--- src/rtl/fdc_host_pkg.sv ---
package fdc_host_pkg;

    localparam int DATA_W     = 8;
    localparam int OFS_W      = 3;
    localparam int NUM_DRV    = 4;
    localparam int BLK_ADDR_W = 2 * DATA_W;
    localparam int RT_W       = 2;

    localparam logic [OFS_W-1:0] OFS_STATUS   = 3'd0;
    localparam logic [OFS_W-1:0] OFS_RTYPE    = 3'd1;
    localparam logic [OFS_W-1:0] OFS_ADDR_HI  = 3'd2;
    localparam logic [OFS_W-1:0] OFS_RESULT   = 3'd3;
    localparam logic [OFS_W-1:0] OFS_SOFT_RST = 3'd7;

    typedef enum logic [RT_W-1:0] {
        RT_ERROR = 2'b00,
        RT_RSV1  = 2'b01,
        RT_READY = 2'b10,
        RT_RSV3  = 2'b11
    } rtype_e;

    typedef struct packed {
        logic wr_lo;
        logic wr_hi;
        logic wr_soft;
        logic rd_status;
        logic rd_rtype;
        logic rd_result;
    } host_req_t;

    typedef struct packed {
        rtype_e              rtype;
        logic [DATA_W-1:0]   err;
    } result_t;

    function automatic logic [DATA_W-1:0] pack_status(
        input logic [NUM_DRV-1:0] rdy,
        input logic               irq_ff
    );
        return {1'b0, rdy[3], rdy[2], 1'b1, 1'b1, irq_ff, rdy[1], rdy[0]};
    endfunction

    function automatic logic [DATA_W-1:0] pack_ready(
        input logic [NUM_DRV-1:0] rdy
    );
        return {rdy[1], rdy[0], rdy[3], rdy[2], 4'b0000};
    endfunction

endpackage

--- src/rtl/fdc_host_decode.sv ---
module fdc_host_decode
    import fdc_host_pkg::*;
(
    input  logic [OFS_W-1:0] host_addr,
    input  logic             host_rd,
    input  logic             host_wr,
    output host_req_t        req
);

    always_comb begin
        req           = '0;
        req.wr_lo     = host_wr && (host_addr == OFS_RTYPE);
        req.wr_hi     = host_wr && (host_addr == OFS_ADDR_HI);
        req.wr_soft   = host_wr && (host_addr == OFS_SOFT_RST);
        req.rd_status = host_rd && (host_addr == OFS_STATUS);
        req.rd_rtype  = host_rd && (host_addr == OFS_RTYPE);
        req.rd_result = host_rd && (host_addr == OFS_RESULT);
    end

endmodule

--- src/rtl/fdc_addr_latch.sv ---
module fdc_addr_latch
    import fdc_host_pkg::*;
(
    input  logic                  clk,
    input  logic                  rst,
    input  host_req_t             req,
    input  logic [DATA_W-1:0]     host_wdata,
    input  logic                  eng_busy,
    output logic                  eng_start,
    output logic [BLK_ADDR_W-1:0] eng_addr
);

    logic [DATA_W-1:0] lo_q;
    logic [DATA_W-1:0] hi_q;
    logic              start_q;
    logic              accept_lo;
    logic              accept_hi;

    assign accept_lo = req.wr_lo && !eng_busy;
    assign accept_hi = req.wr_hi && !eng_busy;

    always_ff @(posedge clk) begin
        if (rst) begin
            lo_q    <= '0;
            hi_q    <= '0;
            start_q <= 1'b0;
        end else begin
            start_q <= accept_hi;
            if (accept_lo) lo_q <= host_wdata;
            if (accept_hi) hi_q <= host_wdata;
        end
    end

    assign eng_start = start_q;
    assign eng_addr  = {hi_q, lo_q};

    a_r2_start_after_write: assert property (@(posedge clk) disable iff (rst)
        (req.wr_hi && !eng_busy) |=> eng_start);
    a_r3_no_start_busy: assert property (@(posedge clk) disable iff (rst)
        (req.wr_hi && eng_busy) |=> !eng_start);
    a_r3_addr_hold_busy: assert property (@(posedge clk) disable iff (rst)
        eng_busy |=> $stable(eng_addr));

endmodule

--- src/rtl/fdc_result_irq.sv ---
module fdc_result_irq
    import fdc_host_pkg::*;
(
    input  logic              clk,
    input  logic              rst,
    input  host_req_t         req,
    input  logic              eng_done,
    input  logic [RT_W-1:0]   eng_rtype,
    input  logic [DATA_W-1:0] eng_rbyte,
    output result_t           res,
    output logic              irq_ff
);

    result_t res_q;
    logic    irq_q;

    always_ff @(posedge clk) begin
        if (rst) begin
            res_q.rtype <= RT_ERROR;
            res_q.err   <= '0;
            irq_q       <= 1'b0;
        end else begin
            if (eng_done)          irq_q <= 1'b1;
            else if (req.rd_rtype) irq_q <= 1'b0;

            if (req.wr_soft) begin
                res_q.rtype <= RT_ERROR;
                res_q.err   <= '0;
            end else if (eng_done) begin
                res_q.rtype <= rtype_e'(eng_rtype);
                res_q.err   <= eng_rbyte;
            end
        end
    end

    assign res    = res_q;
    assign irq_ff = irq_q;

    a_r6_done_sets_irq: assert property (@(posedge clk) disable iff (rst)
        eng_done |=> irq_ff);
    a_r5_ack_clears_irq: assert property (@(posedge clk) disable iff (rst)
        (req.rd_rtype && !eng_done) |=> !irq_ff);
    a_r6_capture_byte: assert property (@(posedge clk) disable iff (rst)
        (eng_done && !req.wr_soft) |=> (res.err == $past(eng_rbyte)));
    a_r10_soft_clears_result: assert property (@(posedge clk) disable iff (rst)
        req.wr_soft |=> (res.rtype == RT_ERROR && res.err == '0));
    a_r10_soft_keeps_irq: assert property (@(posedge clk) disable iff (rst)
        (req.wr_soft && !eng_done && !req.rd_rtype) |=> (irq_ff == $past(irq_ff)));

endmodule

--- src/rtl/fdc_ready_track.sv ---
module fdc_ready_track
    import fdc_host_pkg::*;
(
    input  logic               clk,
    input  logic               rst,
    input  host_req_t          req,
    input  logic [NUM_DRV-1:0] drive_ready,
    output logic [NUM_DRV-1:0] rdy,
    output logic               rdy_chg
);

    logic [NUM_DRV-1:0] rdy_q;
    logic [NUM_DRV-1:0] diff;
    logic               chg_q;

    generate
        for (genvar d = 0; d < NUM_DRV; d++) begin : g_drv
            assign diff[d] = drive_ready[d] ^ rdy_q[d];
        end
    endgenerate

    always_ff @(posedge clk) begin
        rdy_q <= drive_ready;
        if (rst || req.wr_soft) chg_q <= 1'b0;
        else if (|diff)         chg_q <= 1'b1;
    end

    assign rdy     = rdy_q;
    assign rdy_chg = chg_q;

    a_r9_change_sets_flag: assert property (@(posedge clk) disable iff (rst)
        ((drive_ready != rdy) && !req.wr_soft) |=> rdy_chg);
    a_r10_soft_clears_flag: assert property (@(posedge clk) disable iff (rst)
        req.wr_soft |=> !rdy_chg);

endmodule

--- src/rtl/fdc_host_regs.sv ---
module fdc_host_regs
    import fdc_host_pkg::*;
(
    input  logic                  clk,
    input  logic                  rst,
    input  logic [OFS_W-1:0]      host_addr,
    input  logic                  host_rd,
    input  logic                  host_wr,
    input  logic [DATA_W-1:0]     host_wdata,
    output logic [DATA_W-1:0]     host_rdata,
    input  logic [NUM_DRV-1:0]    drive_ready,
    input  logic                  eng_busy,
    input  logic                  eng_done,
    input  logic [RT_W-1:0]       eng_rtype,
    input  logic [DATA_W-1:0]     eng_rbyte,
    output logic                  eng_start,
    output logic [BLK_ADDR_W-1:0] eng_addr,
    output logic                  irq
);

    host_req_t          req;
    result_t            res;
    logic               irq_ff;
    logic [NUM_DRV-1:0] rdy;
    logic               rdy_chg;

    fdc_host_decode u_decode (
        .host_addr (host_addr),
        .host_rd   (host_rd),
        .host_wr   (host_wr),
        .req       (req)
    );

    fdc_addr_latch u_addr (
        .clk        (clk),
        .rst        (rst),
        .req        (req),
        .host_wdata (host_wdata),
        .eng_busy   (eng_busy),
        .eng_start  (eng_start),
        .eng_addr   (eng_addr)
    );

    fdc_result_irq u_result (
        .clk       (clk),
        .rst       (rst),
        .req       (req),
        .eng_done  (eng_done),
        .eng_rtype (eng_rtype),
        .eng_rbyte (eng_rbyte),
        .res       (res),
        .irq_ff    (irq_ff)
    );

    fdc_ready_track u_ready (
        .clk         (clk),
        .rst         (rst),
        .req         (req),
        .drive_ready (drive_ready),
        .rdy         (rdy),
        .rdy_chg     (rdy_chg)
    );

    always_comb begin
        host_rdata = '0;
        unique case (1'b1)
            req.rd_status: host_rdata = pack_status(rdy, irq_ff);
            req.rd_rtype:  host_rdata = {{(DATA_W-RT_W){1'b0}}, res.rtype};
            req.rd_result: host_rdata = (res.rtype == RT_READY && rdy_chg)
                                        ? pack_ready(rdy) : res.err;
            default:       host_rdata = '0;
        endcase
    end

    assign irq = irq_ff;

    a_r1_status_fixed_bits: assert property (@(posedge clk) disable iff (rst)
        (host_rd && host_addr == OFS_STATUS) |->
            (host_rdata[7] == 1'b0 && host_rdata[4:3] == 2'b11 && host_rdata[2] == irq));
    a_r4_rtype_upper_zero: assert property (@(posedge clk) disable iff (rst)
        (host_rd && host_addr == OFS_RTYPE) |-> (host_rdata[7:2] == '0));
    a_r11_unmapped_zero: assert property (@(posedge clk) disable iff (rst)
        (!host_rd || host_addr == OFS_ADDR_HI || host_addr > OFS_RESULT) |-> (host_rdata == '0));

endmodule

--- config.mk ---
export PLATFORM = sky130hd
export DESIGN_NAME = fdc_host_regs
export DESIGN_NICKNAME = d
export VERILOG_FILES = /design/src/rtl/fdc_host_pkg.sv /design/src/rtl/fdc_host_decode.sv /design/src/rtl/fdc_addr_latch.sv /design/src/rtl/fdc_result_irq.sv /design/src/rtl/fdc_ready_track.sv /design/src/rtl/fdc_host_regs.sv
export SDC_FILE = /design/constraint.sdc
export NUM_CORES = 1
export LEC_CHECK = 0
export ABC_CLOCK_PERIOD_IN_PS = 1400
export BUFFER_PORTS_ARGS = -buffer_cell sky130_fd_sc_hd__buf_2
export CORE_MARGIN = 10
export CORE_UTILIZATION = 42
export DETAILED_ROUTE_END_ITERATION = 8
export PLACE_DENSITY = 0.77
export SLEW_MARGIN = 0
export SYNTH_ARGS = -nofsm -noshare
export SYNTH_HDL_FRONTEND = slang
export SYNTH_SLANG_ARGS = --single-unit
--- constraint.sdc ---
create_clock -name clk -period 1.4 [get_ports clk]
set_clock_uncertainty 0.2 [all_clocks]
set_input_delay 0.14 -clock clk [delete_from_list [all_inputs] [get_ports clk]]
set_output_delay 0.14 -clock clk [all_outputs]
set_load 0.1 [all_outputs]
; ---- After elaboration in Yosys (flattened, before gate mapping)
; Cells that the tools add are included.
[totals]
romBits = 0
latch_bits = 0
mem_bits_rw = 0
inputBits = 31
reg_bits = 33
output_inout_bits = 26
n_memories = 0
word_cells = 36
[op_classes]
add_sub_neg = 0
n_reduce_logical = 15
order_cmp = 0
eq_ne = 5
n_shift = 0
n_mul = 0
n_bitwise = 4
div_mod_pow = 0
mux = 4
[op_table]
columns = op, n
row1 = 8-bit one-hot mux with 3 select lines, 1
row2 = 1-bit logical AND, 9
row3 = 8-bit 2-to-1 mux, 1
row4 = 3-bit by 2-bit == test with 1-bit output (second input constant), 2
row5 = 4-bit OR reduction, 1
row6 = 1-bit bitwise XOR, 4
row7 = 3-bit by 1-bit == test with 1-bit output (second input constant), 1
row8 = 3-bit == test (second input constant), 1
row9 = 3-bit logical NOT, 1
row10 = 2-bit == test (second input constant), 1
row11 = 1-bit 2-to-1 mux, 2
row12 = 2-bit nonzero test, 1
row13 = 2-bit OR reduction, 1
row14 = 1-bit logical NOT, 1
row15 = 1-bit logical OR, 1

; ---- Longest topological paths before layout
; Gate-level depths: netlist (run 1).
[depth]
word_depth = 4
ltp_mapped = 4
ltp_nobuf = 3

; ---- Modules after synthesis
; Synthesis (run 1) repeated with hierarchy kept, for this count alone.
[unflattened]
cells_unflattened = 148
hier_area_um2 = 1580.3
[by_module_without_submodules]
columns = module, seq_area_each_um2, instances, cells_each, area_each_um2
row1 = fdc_addr_latch, 340.3, 1, 66, 774.5
row2 = fdc_result_irq, 220.2, 1, 37, 401.6
row3 = fdc_ready_track, 100.1, 1, 15, 170.2
row4 = fdc_host_regs, 0.0, 1, 24, 160.2
row5 = fdc_host_decode, 0.0, 1, 6, 73.8

; ---- Worst setup path after synthesis (run 1)
; OpenSTA, ideal clock, no wires.
[synth_path]
path_kind = register to output
from = register u_result.res_q (netlist bit u_result.res[8])
to = output host_rdata[4]
path_buffers = 0
path_slack_ns = -1.165
path_stages_with_launch = 4
arrival_time_ns = 2.225
required_ns = 1.060
cell_sequence = dfxtp_1 nand3b_1 mux2i_1 o22ai_1
[synth_between]
elab_chain_cells = 4
[synth_lines]
columns = element, line_no
row1 = "start, declared", fdc_result_irq.sv:14  ; result_t res_q;
row2 = 2-bit == test, fdc_host_regs.sv:69  ; req.rd_result: host_rdata = (res.rtype == RT_READY && rdy_chg)
row3 = 1-bit logical AND, fdc_host_regs.sv:69
row4 = 8-bit 2-to-1 mux, fdc_host_regs.sv:70  ; ? pack_ready(rdy) : res.err;
row5 = 8-bit one-hot mux with 3 select lines, fdc_host_regs.sv:66  ; unique case (1'b1)
row6 = "end, declared", fdc_host_regs.sv:10  ; output logic [DATA_W-1:0] host_rdata,
; No other way between the ends.

; ---- Final worst setup path (run 1)
[layout_path]
from = register u_result.res_q (netlist bit u_result.res[8])
to = output host_rdata[5]
; Same word-level chain as after synthesis.

==> impl_results.rst, run 1 <==
.. list-table::
   :header-rows: 1

   * - Metric
     - Value
   * - Result of the run
     - finished with violations
   * - Violations in the final reports
     - setup timing
   * - Post-route clock period utilization
     - 133%
   * - Number of nets at the end of the flow
     - 272
   * - Clock period minus worst slack
     - ~1.9 ns
   * - CTS root buffer
     - clkbuf_4
   * - Count of buffers added by post-CTS timing repair for setup
     - 0
   * - Clock insertion delay at the later pin of the skew report
     - 0.33 ns
   * - GR peak layer
     - met2
   * - Number of maximum-capacitance constraint violations
     - 0
   * - Chip Height
     - 77.2 um
   * - Mean area per synthesized cell
     - roughly 9.4 sq um
   * - Length of the first detailed-routing pass in iterations
     - 4
   * - Vias/cell
     - 5.34
   * - Maximum clock rate
     - ~540 MHz
   * - Yosys Warn Count
     - 0
   * - Main synth FF type
     - dfxtp_1
   * - Fraction of final layout cells with drive strength greater than 1
     - around half
   * - R2R cell count
     - 3
   * - Routed length per placed instance
     - around 18 um
   * - WL final
     - 5070 um
   * - Number of enable flip-flop cells after synthesis
     - 0
   * - Synthesized-area fraction occupied by and/or/nand/nor cells
     - 15.8%
   * - Global Route met2 Usage
     - about a third
   * - RSZ-0062 raised after global routing
     - true
   * - H-tree depth reported by CTS
     - 2
   * - Final-report hold violation count
     - 0
   * - Vias post-DR
     - 1523
   * - Area growth from synthesis to final layout
     - 91.0%
   * - Slowest Stage Delay on Critical Path
     - 0.33 ns
   * - Vias in the first global route
     - 1672
   * - CP endpoint kind
     - output port
   * - Syn_nets
     - 177
   * - Overall routing resource usage
     - 17.3%
   * - Clock-pin slew reported for the worst setup and hold paths after clock tree synthesis
     - 0.09 ns
   * - Post-Synth Adder-Cell Area
     - 0%
   * - CP Class
     - flop to output port
   * - Total placed cells including tap cells
     - 254
   * - Hold/Removal Path Class
     - input pin to flop
   * - Worst-margin pin slew
     - 0.342 ns
   * - Area of combinational cells with multiple inputs
     - 802 sq um
   * - Worst-case setup margin in the final layout
     - -0.463 ns
   * - Half-perimeter wire length after placement
     - around 3500 um
   * - Dominant combinational cell family by area after synthesis
     - compound AO/OA/AOI/OAI gates
   * - Site row count
     - 20
   * - Met3 demand-to-capacity share in global routing
     - 7.34%
   * - Starting Density
     - between 40% and 50%
   * - # fillers
     - 186
   * - Slew Limit Fails
     - 0
   * - Hold path depth
     - 4
   * - Top Ports
     - 57
   * - Global routing met1 resource utilization
     - 16.3%
   * - Largest driver fanout on the critical path
     - 4
   * - Post-Synthesis Cells
     - around 150
   * - Count of antenna diodes in the layout
     - 0
   * - Synth Area in Compound Gates
     - 18.2%
   * - Total core area
     - approximately 0.0031 sq mm
   * - Aggregate global routing overflow
     - 0
   * - Cts bufs inserted
     - 5
   * - Portion of the post-synthesis area used by sequential elements
     - 48.1%
   * - VDD IR-drop max
     - about 0.8 mV
   * - FF/Latch Area
     - 683 sq um
   * - Count of final setup violators
     - 8
   * - Worst-case clock buffer depth
     - 2
   * - Die area
     - 0.00595 sq mm
   * - Startpoint class of the critical path
     - flop
   * - Placer congestion estimate
     - 0.879
   * - Detailed-route DRC error count
     - 0
   * - Final cell count without fillers
     - between 200 and 300
   * - Count of state elements after synthesis
     - 33
   * - Max stage delay cell, worst path
     - dfxtp_2
   * - Max-slew headroom at the worst pin
     - between 70% and 80%
   * - Die Wd
     - 77.2 um
   * - Cell Area, Synth
     - 0.00137 sq mm
   * - Pwr per Cell Area
     - 773 mW/mm^2
   * - Leakage Power
     - 1.07 nW
   * - Count of nets left with antenna violations after detail routing
     - 0
   * - Wire length of the first global-routing pass
     - roughly 8400 um
   * - Synth async-reset ratio
     - 0%
   * - Data required time of the critical path
     - 1.06 ns
   * - Number of unique standard cell types used by synthesis
     - 29
   * - Arrival time at the worst endpoint
     - 1.52 ns
   * - Largest net degree at the start of global routing
     - 20
   * - Fraction of synthesized area in multiplexers
     - 11.7%
   * - PortBufs
     - 56
   * - Series of cell instances along the critical path
     - nand3b_1 > buf_6 > mux2i_2 > o2bb2ai_4 > buf_12
   * - First-iteration detailed-routing DRC count
     - 115
   * - CTS sink count
     - 33
   * - Initial antenna violation count
     - 0
   * - Post-Synth XOR/XNOR Area
     - 2.55%
   * - Final sum of negative setup slack
     - -3.33 ns
   * - CTS tree
     - yes
==> where the power goes <==
group	internal, W	switching (W)
registers	0.000974	0.0000326
clock network	0.000237	0.000303
logic	0.000221	0.000259
==> stage by stage <==
stage / total power, W / util (%) / instance area [sq um] / setup WS [ns] / hold WS (ns)
2_1_floorplan: 0.00125 / - / 1520 / -0.277 / -0.0323
3_3_place_gp: 0.00142 / 73.9 / 2290 / -0.249 / 0.0690
3_5_place_dp: 0.00144 / 73.9 / 2290 / -0.333 / 0.0724
4_1_cts: 0.00202 / 84.1 / 2610 / -0.455 / 0.121
5_1_grt: 0.00211 / 84.5 / 2620 / -0.517 / 0.115
6_report: 0.00203 / 84.5 / 2620 / -0.463 / 0.101
==> placed cells by master (no fill, tap or decap), types with 5 or more instances in the layout <==
cell and n:
buf_2 29, o21ai_0 9, mux2i_1 13, buf_12 23
nand3_1 16, clkbuf_4 5, dfxtp_2 18, nor2_1 11
dfxtp_1 15, buf_4 20, o21ai_1 7, a21oi_1 17
dlygate4sd3_1 24
==> cells in the mapped netlist (all sizes together), types with 2 or more instances <==
cell type / instances / area, sq um
dfxtp: 33 / 661
a21oi: 17 / 85.1
o21ai: 17 / 88.8
mux2i: 16 / 160
nand3: 16 / 80.1
nor2: 13 / 51.3
clkbuf: 6 / 22.5
buf: 4 / 20.0
o2bb2ai: 4 / 35.0
xnor2: 3 / 26.3
inv: 2 / 7.51
==> repair_timing <==
item                       4_1_cts  5_1_grt
cloned                           0        0
setup endpoints to repair       11       21
hold buffers                    24        0
hold endpoints to repair        32        0
gates resized for setup          7        5
pin swaps                        2        1
==> worst paths after layout <==
check / start / endpoint / slack, ns
setup / recovery: u_result.res[8] / host_rdata[5] / -0.46
hold reg to reg: u_addr.lo_q[0] / u_addr.lo_q[0] / 0.29
hold / removal: eng_busy / u_addr.lo_q[1] / 0.10
setup reg to reg: u_ready.rdy[1] / u_ready.rdy_chg / 0.27
==> kinds of logic after synthesis <==
logic type	after synthesis
compound gates	43
simple gates	38
flops	33
mux	16
buf+inv	12
xor+xnor	4
==> area by class of cell <==
type                    instances  area share [%]
flip-flops and latches         33            26.1
well taps                      44            2.10
repair buffers                 98            38.9
inverters                       2           0.286
multi-input cells             101            30.6
clock buffers                   7            2.10
==> layer usage <==
layer	share of wire, %	vias up
li1	-	721
met4	0.95	0
met2	55	59
met1	36	737
met3	8.1	6
met5	0	-
==> critical path, delay by kind of cell (launching register included) <==
family	cells	cell delay (ns)
flops	1	0.33
simple gates	1	0.19
buf+inv	2	0.35
mux	1	0.16
compound gates	1	0.17
==> registers in the layout, summed over array words and instances, names as in the netlist <==
name,cells
u_result.res,10
u_addr.hi_q,8
u_addr.lo_q,8
u_ready.rdy,4
u_addr.eng_start,1
u_ready.rdy_chg,1
u_result.irq_ff,1
(Power assumes the default switching activity.)
==> inputs of run 2 (changes only) <==
--- a/config.mk
+++ b/config.mk
@@ -7,10 +7,11 @@
 export LEC_CHECK = 0
 export ABC_CLOCK_PERIOD_IN_PS = 1400
 export BUFFER_PORTS_ARGS = -buffer_cell sky130_fd_sc_hd__buf_2
-export CORE_MARGIN = 10
-export CORE_UTILIZATION = 42
+export CORE_MARGIN = 3
+export CORE_UTILIZATION = 40
 export DETAILED_ROUTE_END_ITERATION = 8
-export PLACE_DENSITY = 0.77
+export GPL_TIMING_DRIVEN = 0
+export PLACE_DENSITY = 0.74
 export SLEW_MARGIN = 0
 export SYNTH_ARGS = -nofsm -noshare
 export SYNTH_HDL_FRONTEND = slang
==> impl_results.rst, run 2 (synthesized netlist as in run 1, its figures left out) <==
.. list-table::
   :header-rows: 1

   * - Metric
     - Value
   * - Clock insertion delay at the later pin of the skew report
     - 0.34 ns
   * - Largest net degree at the start of global routing
     - 11
   * - Flip-flop count of the largest register, all copies and words added
     - 10
   * - Max-slew headroom at the worst pin
     - 55.6%
   * - CTS root buffer
     - clkbuf_4
   * - Number of maximum-capacitance constraint violations
     - 0
   * - Internal power
     - 0.00145 W
   * - Maximum clock rate
     - 511 MHz
   * - Vias in the first global route
     - 1589
   * - Initial antenna violation count
     - 0
   * - Site row count
     - 20
   * - RSZ-0062 raised after global routing
     - true
   * - Comb power frac
     - 21.3%
   * - Length of the first detailed-routing pass in iterations
     - 4
   * - Relative contribution of the clock network to total power
     - 29.7%
   * - VDD IR-drop max
     - 0.659 mV
   * - Worst-case setup margin in the final layout
     - -0.556 ns
   * - Violations in the final reports
     - hold timing, setup timing
   * - Clock-pin slew reported for the worst setup and hold paths after clock tree synthesis
     - about 0.10 ns
   * - Placer congestion estimate
     - 0.781
   * - Result of the run
     - finished with violations
   * - Top Ports
     - 57
   * - Placed standard-cell area
     - 0.00185 sq mm
   * - PortBufs
     - 55
   * - WL final
     - about 4400 um
   * - H-tree depth reported by CTS
     - 2
   * - Data required time of the critical path
     - 1.06 ns
   * - Half-perimeter wire length after placement
     - 2840 um
   * - Overall routing resource usage
     - 22.8%
   * - CP endpoint kind
     - output port
   * - CTS sink count
     - 33
   * - Largest driver fanout on the critical path
     - 4
   * - Post-route clock period utilization
     - 140%
   * - WHS
     - -0.00545 ns
   * - CTS tree
     - yes
   * - Worst-margin pin slew
     - 0.664 ns
   * - Vias post-DR
     - 1461
   * - Pwr per Cell Area
     - 851 mW/mm^2
   * - Die Wd
     - 64.6 um
   * - Final cell count without fillers
     - 283
   * - Hold/Removal Path Class
     - input pin to flop
   * - Worst-case clock buffer depth
     - 2
   * - Leakage Power
     - slightly below 1 nW
   * - Final sum of negative setup slack
     - -4.12 ns
   * - Final-report hold violation count
     - 1
   * - Aggregate global routing overflow
     - 0
   * - Area of all placed cells without fillers
     - ~0.0024 sq mm
   * - Arrival time at the worst endpoint
     - between 1.5 and 2 ns
   * - Most common cell after layout, fill and taps aside
     - buf_2
   * - Chip Height
     - 64.6 um
   * - Sequential Power Share
     - 49.1%
   * - Switching fraction of total power
     - 29.1%
   * - Startpoint class of the critical path
     - flop
   * - Psw
     - 0.000596 W
   * - Clock period minus worst slack
     - 1.96 ns
   * - Area growth from synthesis to final layout
     - 75.4%
   * - First-iteration detailed-routing DRC count
     - 77
   * - Starting Density
     - 43.5%
   * - Slew Limit Fails
     - 0
   * - Wire length of the first global-routing pass
     - between 7000 and 8000 um
   * - CP Class
     - flop to output port
   * - Vias/cell
     - 5.16
   * - Routed length per placed instance
     - roughly 15 um
   * - FF/Latch Area
     - between 600 and 700 sq um
   * - Detailed-route DRC error count
     - 0
   * - Count of antenna diodes in the layout
     - 0
   * - Cts bufs inserted
     - 5
   * - Die area
     - roughly 0.0042 sq mm
   * - Number of nets at the end of the flow
     - ~270
   * - Most used cells in the layout excluding fill and tap cells
     - buf_2 (32), dlygate4sd3_1 (26), buf_4 (22)
   * - Area of combinational cells with multiple inputs
     - 811 sq um
   * - Total core area
     - 0.00315 sq mm
   * - Count of final setup violators
     - 8
   * - Count of nets left with antenna violations after detail routing
     - 0
   * - # fillers
     - 228
   * - Hold-fix buffers at CTS
     - 26
   * - Total placed cells including tap cells
     - 245
   * - Fraction of final layout cells with drive strength greater than 1
     - 45.2%
==> run 2: cell types whose count changed in the layout (fill, tap and decap cells not counted), sizes merged <==
| cell | change |
|---|---|
| clkbuf | +6 |
| dlygate4sd3 | +2 |
| clkinv | +1 |
| buf | -11 |
==> run 2: final cells by class <==
cell class	instances	share of cell area [%]
buffer	9	1.56
clock buffer	7	2.70
clock inverter	1	0.208
inverter	2	0.312
multi-input combinational	101	33.7
sequential	33	28.4
tap	44	2.29
timing repair buffer	86	30.8
==> run 2: per-stage QoR <==
stage	power (W)	setup WS [ns]	util, %
5_1_grt	0.00214	-0.631	76.3
2_1_floorplan	0.00125	-0.277	-
3_5_place_dp	0.00135	-0.809	58.7
4_1_cts	0.00205	-0.508	75.9
6_report	0.00205	-0.556	76.3
3_3_place_gp	0.00134	-0.780	58.7
==> run 2: power groups by stage <==
stage | sequential (W) | clock [W] | combinational, W
detailed placement | 0.00102 | 0 | 0.000331
CTS | 0.00100 | 0.000617 | 0.000427
floorplan | 0.00107 | 0 | 0.000179
global placement | 0.00102 | 0 | 0.000324
global route | 0.00101 | 0.000666 | 0.000462
finish | 0.00101 | 0.000607 | 0.000436
==> run 2: what timing repair did <==
item / CTS / global route
buffers inserted: 5 / 0
endpoints found under the hold margin: 31 / 2
endpoints found under the setup margin: 26 / 12
resized for setup: 54 / 4
pin swaps: 4 / 1
==> run 2: path summary, 6_finish.rpt <==
check	startpoint	endpoint	slack (ns)	cells past startpoint
worst max-delay path	u_result.res[8]	host_rdata[2]	-0.56	5
worst min-delay path	eng_busy	u_addr.lo_q[7]	-0.005	4
worst max register to register	u_ready.rdy[1]	u_ready.rdy_chg	0.31	3
worst min register to register	u_addr.lo_q[0]	u_addr.lo_q[0]	0.27	2
==> run 2: critical path, cell delays in order (launching register included) <==
cell,delay [ns]
dfxtp_2,0.33
nand3b_1,0.21
buf_4,0.17
nor2b_4,0.15
a22o_4,0.26
buf_12,0.16
==> run 2: per-layer routing <==
metal / up-vias / global-route usage (%) / wire length, um
met1: 683 / 24.8 / 1780
li1: 718 / - / -
met4: 0 / 8.18 / 67
met3: 10 / 6.93 / 239
met5: - / 0 / 0
met2: 50 / 41.4 / 2290
==> inputs of run 3 (changes only) <==
--- a/config.mk
+++ b/config.mk
@@ -8,10 +8,10 @@
 export ABC_CLOCK_PERIOD_IN_PS = 1400
 export BUFFER_PORTS_ARGS = -buffer_cell sky130_fd_sc_hd__buf_2
 export CORE_MARGIN = 3
-export CORE_UTILIZATION = 40
+export CORE_UTILIZATION = 25
 export DETAILED_ROUTE_END_ITERATION = 8
 export GPL_TIMING_DRIVEN = 0
-export PLACE_DENSITY = 0.74
+export PLACE_DENSITY = 0.52
 export SLEW_MARGIN = 0
 export SYNTH_ARGS = -nofsm -noshare
 export SYNTH_HDL_FRONTEND = slang
==> impl_results.rst, run 3 (synthesized netlist as in run 1, its figures left out) <==
.. list-table::
   :header-rows: 1

   * - Metric
     - Value
   * - Worst-case clock buffer depth
     - 2
   * - Arrival time at the worst endpoint
     - 1.50 ns
   * - CP Class
     - flop to output port
   * - Chip Height
     - 80.1 um
   * - Count of final setup violators
     - 8
   * - Vias/cell
     - around 4.6
   * - Area of all placed cells without fillers
     - about 0.0024 sq mm
   * - VDD IR-drop max
     - 0.719 mV
   * - Die area
     - 0.00642 sq mm
   * - Placer congestion estimate
     - 0.759
   * - GR peak layer
     - met2
   * - Flip-flop count of the largest register, all copies and words added
     - 10
   * - Leakage Power
     - between 0.9 and 1 nW
   * - Final core occ
     - 45.9%
   * - WHS
     - 0.0261 ns
   * - First-iteration detailed-routing DRC count
     - 43
   * - Global Route met2 Usage
     - 22.5%
   * - Violations in the final reports
     - setup timing
   * - Startpoint class of the critical path
     - flop
   * - Count of nets left with antenna violations after detail routing
     - 0
   * - Site row count
     - 26
   * - Placed standard-cell area
     - 0.00188 sq mm
   * - RSZ-0062 raised after global routing
     - true
   * - Largest driver fanout on the critical path
     - 4
   * - Clock-pin slew reported for the worst setup and hold paths after clock tree synthesis
     - 0.07 ns
   * - H-tree depth reported by CTS
     - 2
   * - Count of antenna diodes in the layout
     - 0
   * - Half-perimeter wire length after placement
     - between 3000 and 4000 um
   * - Clock period minus worst slack
     - 1.84 ns
   * - Fraction of final layout cells with drive strength greater than 1
     - roughly 45%
   * - CTS tree
     - yes
   * - Largest net degree at the start of global routing
     - 11
   * - CP endpoint kind
     - output port
   * - PortBufs
     - 55
   * - Worst-margin pin slew
     - about 0.64 ns
   * - Worst-case setup margin in the final layout
     - -0.444 ns
   * - Initial antenna violation count
     - 0
   * - Length of the first detailed-routing pass in iterations
     - 4
   * - Hold/Removal Path Class
     - input pin to flop
   * - Clock insertion delay at the later pin of the skew report
     - ~0.28 ns
   * - Die Wd
     - roughly 80 um
   * - CTS root buffer
     - clkbuf_8
   * - Data required time of the critical path
     - 1.06 ns
   * - Slew Limit Fails
     - 0
   * - Post-route clock period utilization
     - 132%
   * - Vias post-DR
     - about 1400
   * - Result of the run
     - finished with violations
   * - WL final
     - 4140 um
   * - Number of maximum-capacitance constraint violations
     - 0
   * - Cts bufs inserted
     - 5
   * - Top Ports
     - 57
   * - Vias in the first global route
     - 1453
   * - Max-slew headroom at the worst pin
     - a little under three fifths
   * - Pwr per Cell Area
     - 927 mW/mm^2
   * - Final cell count without fillers
     - 304
   * - CTS sink count
     - 33
   * - Most used cells in the layout excluding fill and tap cells
     - buf_2 (47), dlygate4sd3_1 (23), dfxtp_2 (18)
   * - Maximum clock rate
     - 542 MHz
   * - Number of nets at the end of the flow
     - 264
   * - Area growth from synthesis to final layout
     - 74.1%
   * - Starting Density
     - about a quarter
   * - Global routing met1 resource utilization
     - between 15 and 20%
   * - Detailed-route DRC error count
     - 0
   * - Final-report hold violation count
     - 0
   * - Most common cell after layout, fill and taps aside
     - buf_2
   * - Aggregate global routing overflow
     - 0
   * - Overall routing resource usage
     - 13.6%
   * - Wire length of the first global-routing pass
     - 6710 um
   * - Met3 demand-to-capacity share in global routing
     - 4.71%
   * - Total core area
     - 0.00520 sq mm
   * - Total placed cells including tap cells
     - 271
   * - Routed length per placed instance
     - between 10 and 15 um
==> run 3: cell count changes in the layout (fill, tap and decap cells not counted), sizes merged <==
cell         delta
clkbuf          +3
dlygate4sd3     -3
buf             -5
==> run 3: report_power, final <==
| group | switching [W] | internal, W | total (W) | leakage (nW) |
|---|---|---|---|---|
| combinational | 0.000244 | 0.000176 | 0.000420 | 0.651 |
| sequential | 0.0000287 | 0.000974 | 0.00100 | 0.279 |
| clock | 0.000349 | 0.000444 | 0.000793 | 0.0542 |
==> run 3: final cells by class <==
type                    instances  area [sq um]
plain buffers                  10          42.5
clock inverters                 1          5.00
inverters                       2          7.51
clock buffers                   7          96.3
well taps                      70          87.6
repair buffers                 80           654
fillers                       512          2820
flip-flops and latches         33           683
multi-input cells             101           813
==> run 3: routing by layer <==
metal,share of wire [%],up-vias
met3,7.4,5
met1,44,638
met2,47,47
li1,-,702
met5,0,-
met4,0.75,0
==> run 3: timing repair <==
| action | 4_1_cts | 5_1_grt |
|---|---|---|
| hold buffers | 23 | 0 |
| pin swaps | 4 | 0 |
| hold endpoints to repair | 31 | 0 |
| gates resized for setup | 41 | 3 |
| endpoints found under the setup margin | 9 | 11 |
| buffers inserted | 2 | 0 |
==> run 3: per-stage QoR <==
stage / TNS, ns / power, W / setup WS, ns
floorplan: -2.01 / 0.00125 / -0.277
global placement: -7.62 / 0.00136 / -0.792
detailed placement: -8.19 / 0.00136 / -0.799
CTS: -2.94 / 0.00224 / -0.438
global route: -3.48 / 0.00231 / -0.519
finish: -2.86 / 0.00222 / -0.444
==> run 3: path summary, 6_finish.rpt <==
kind / startpoint / end / slack (ns) / cells past startpoint
worst min-delay path: eng_busy / u_addr.lo_q[7] / 0.03 / 4
worst max-delay path: u_result.res[8] / host_rdata[4] / -0.44 / 5
worst min register to register: u_addr.lo_q[0] / u_addr.lo_q[0] / 0.27 / 2
worst max register to register: u_ready.rdy[2] / u_ready.rdy_chg / 0.34 / 2
==> run 3: critical path: stages (launching register included) <==
cell and delay, ns:
dfxtp_2 0.33, nand3b_1 0.19, buf_6 0.16, mux2i_4 0.19, o22ai_4 0.15, buf_12 0.20
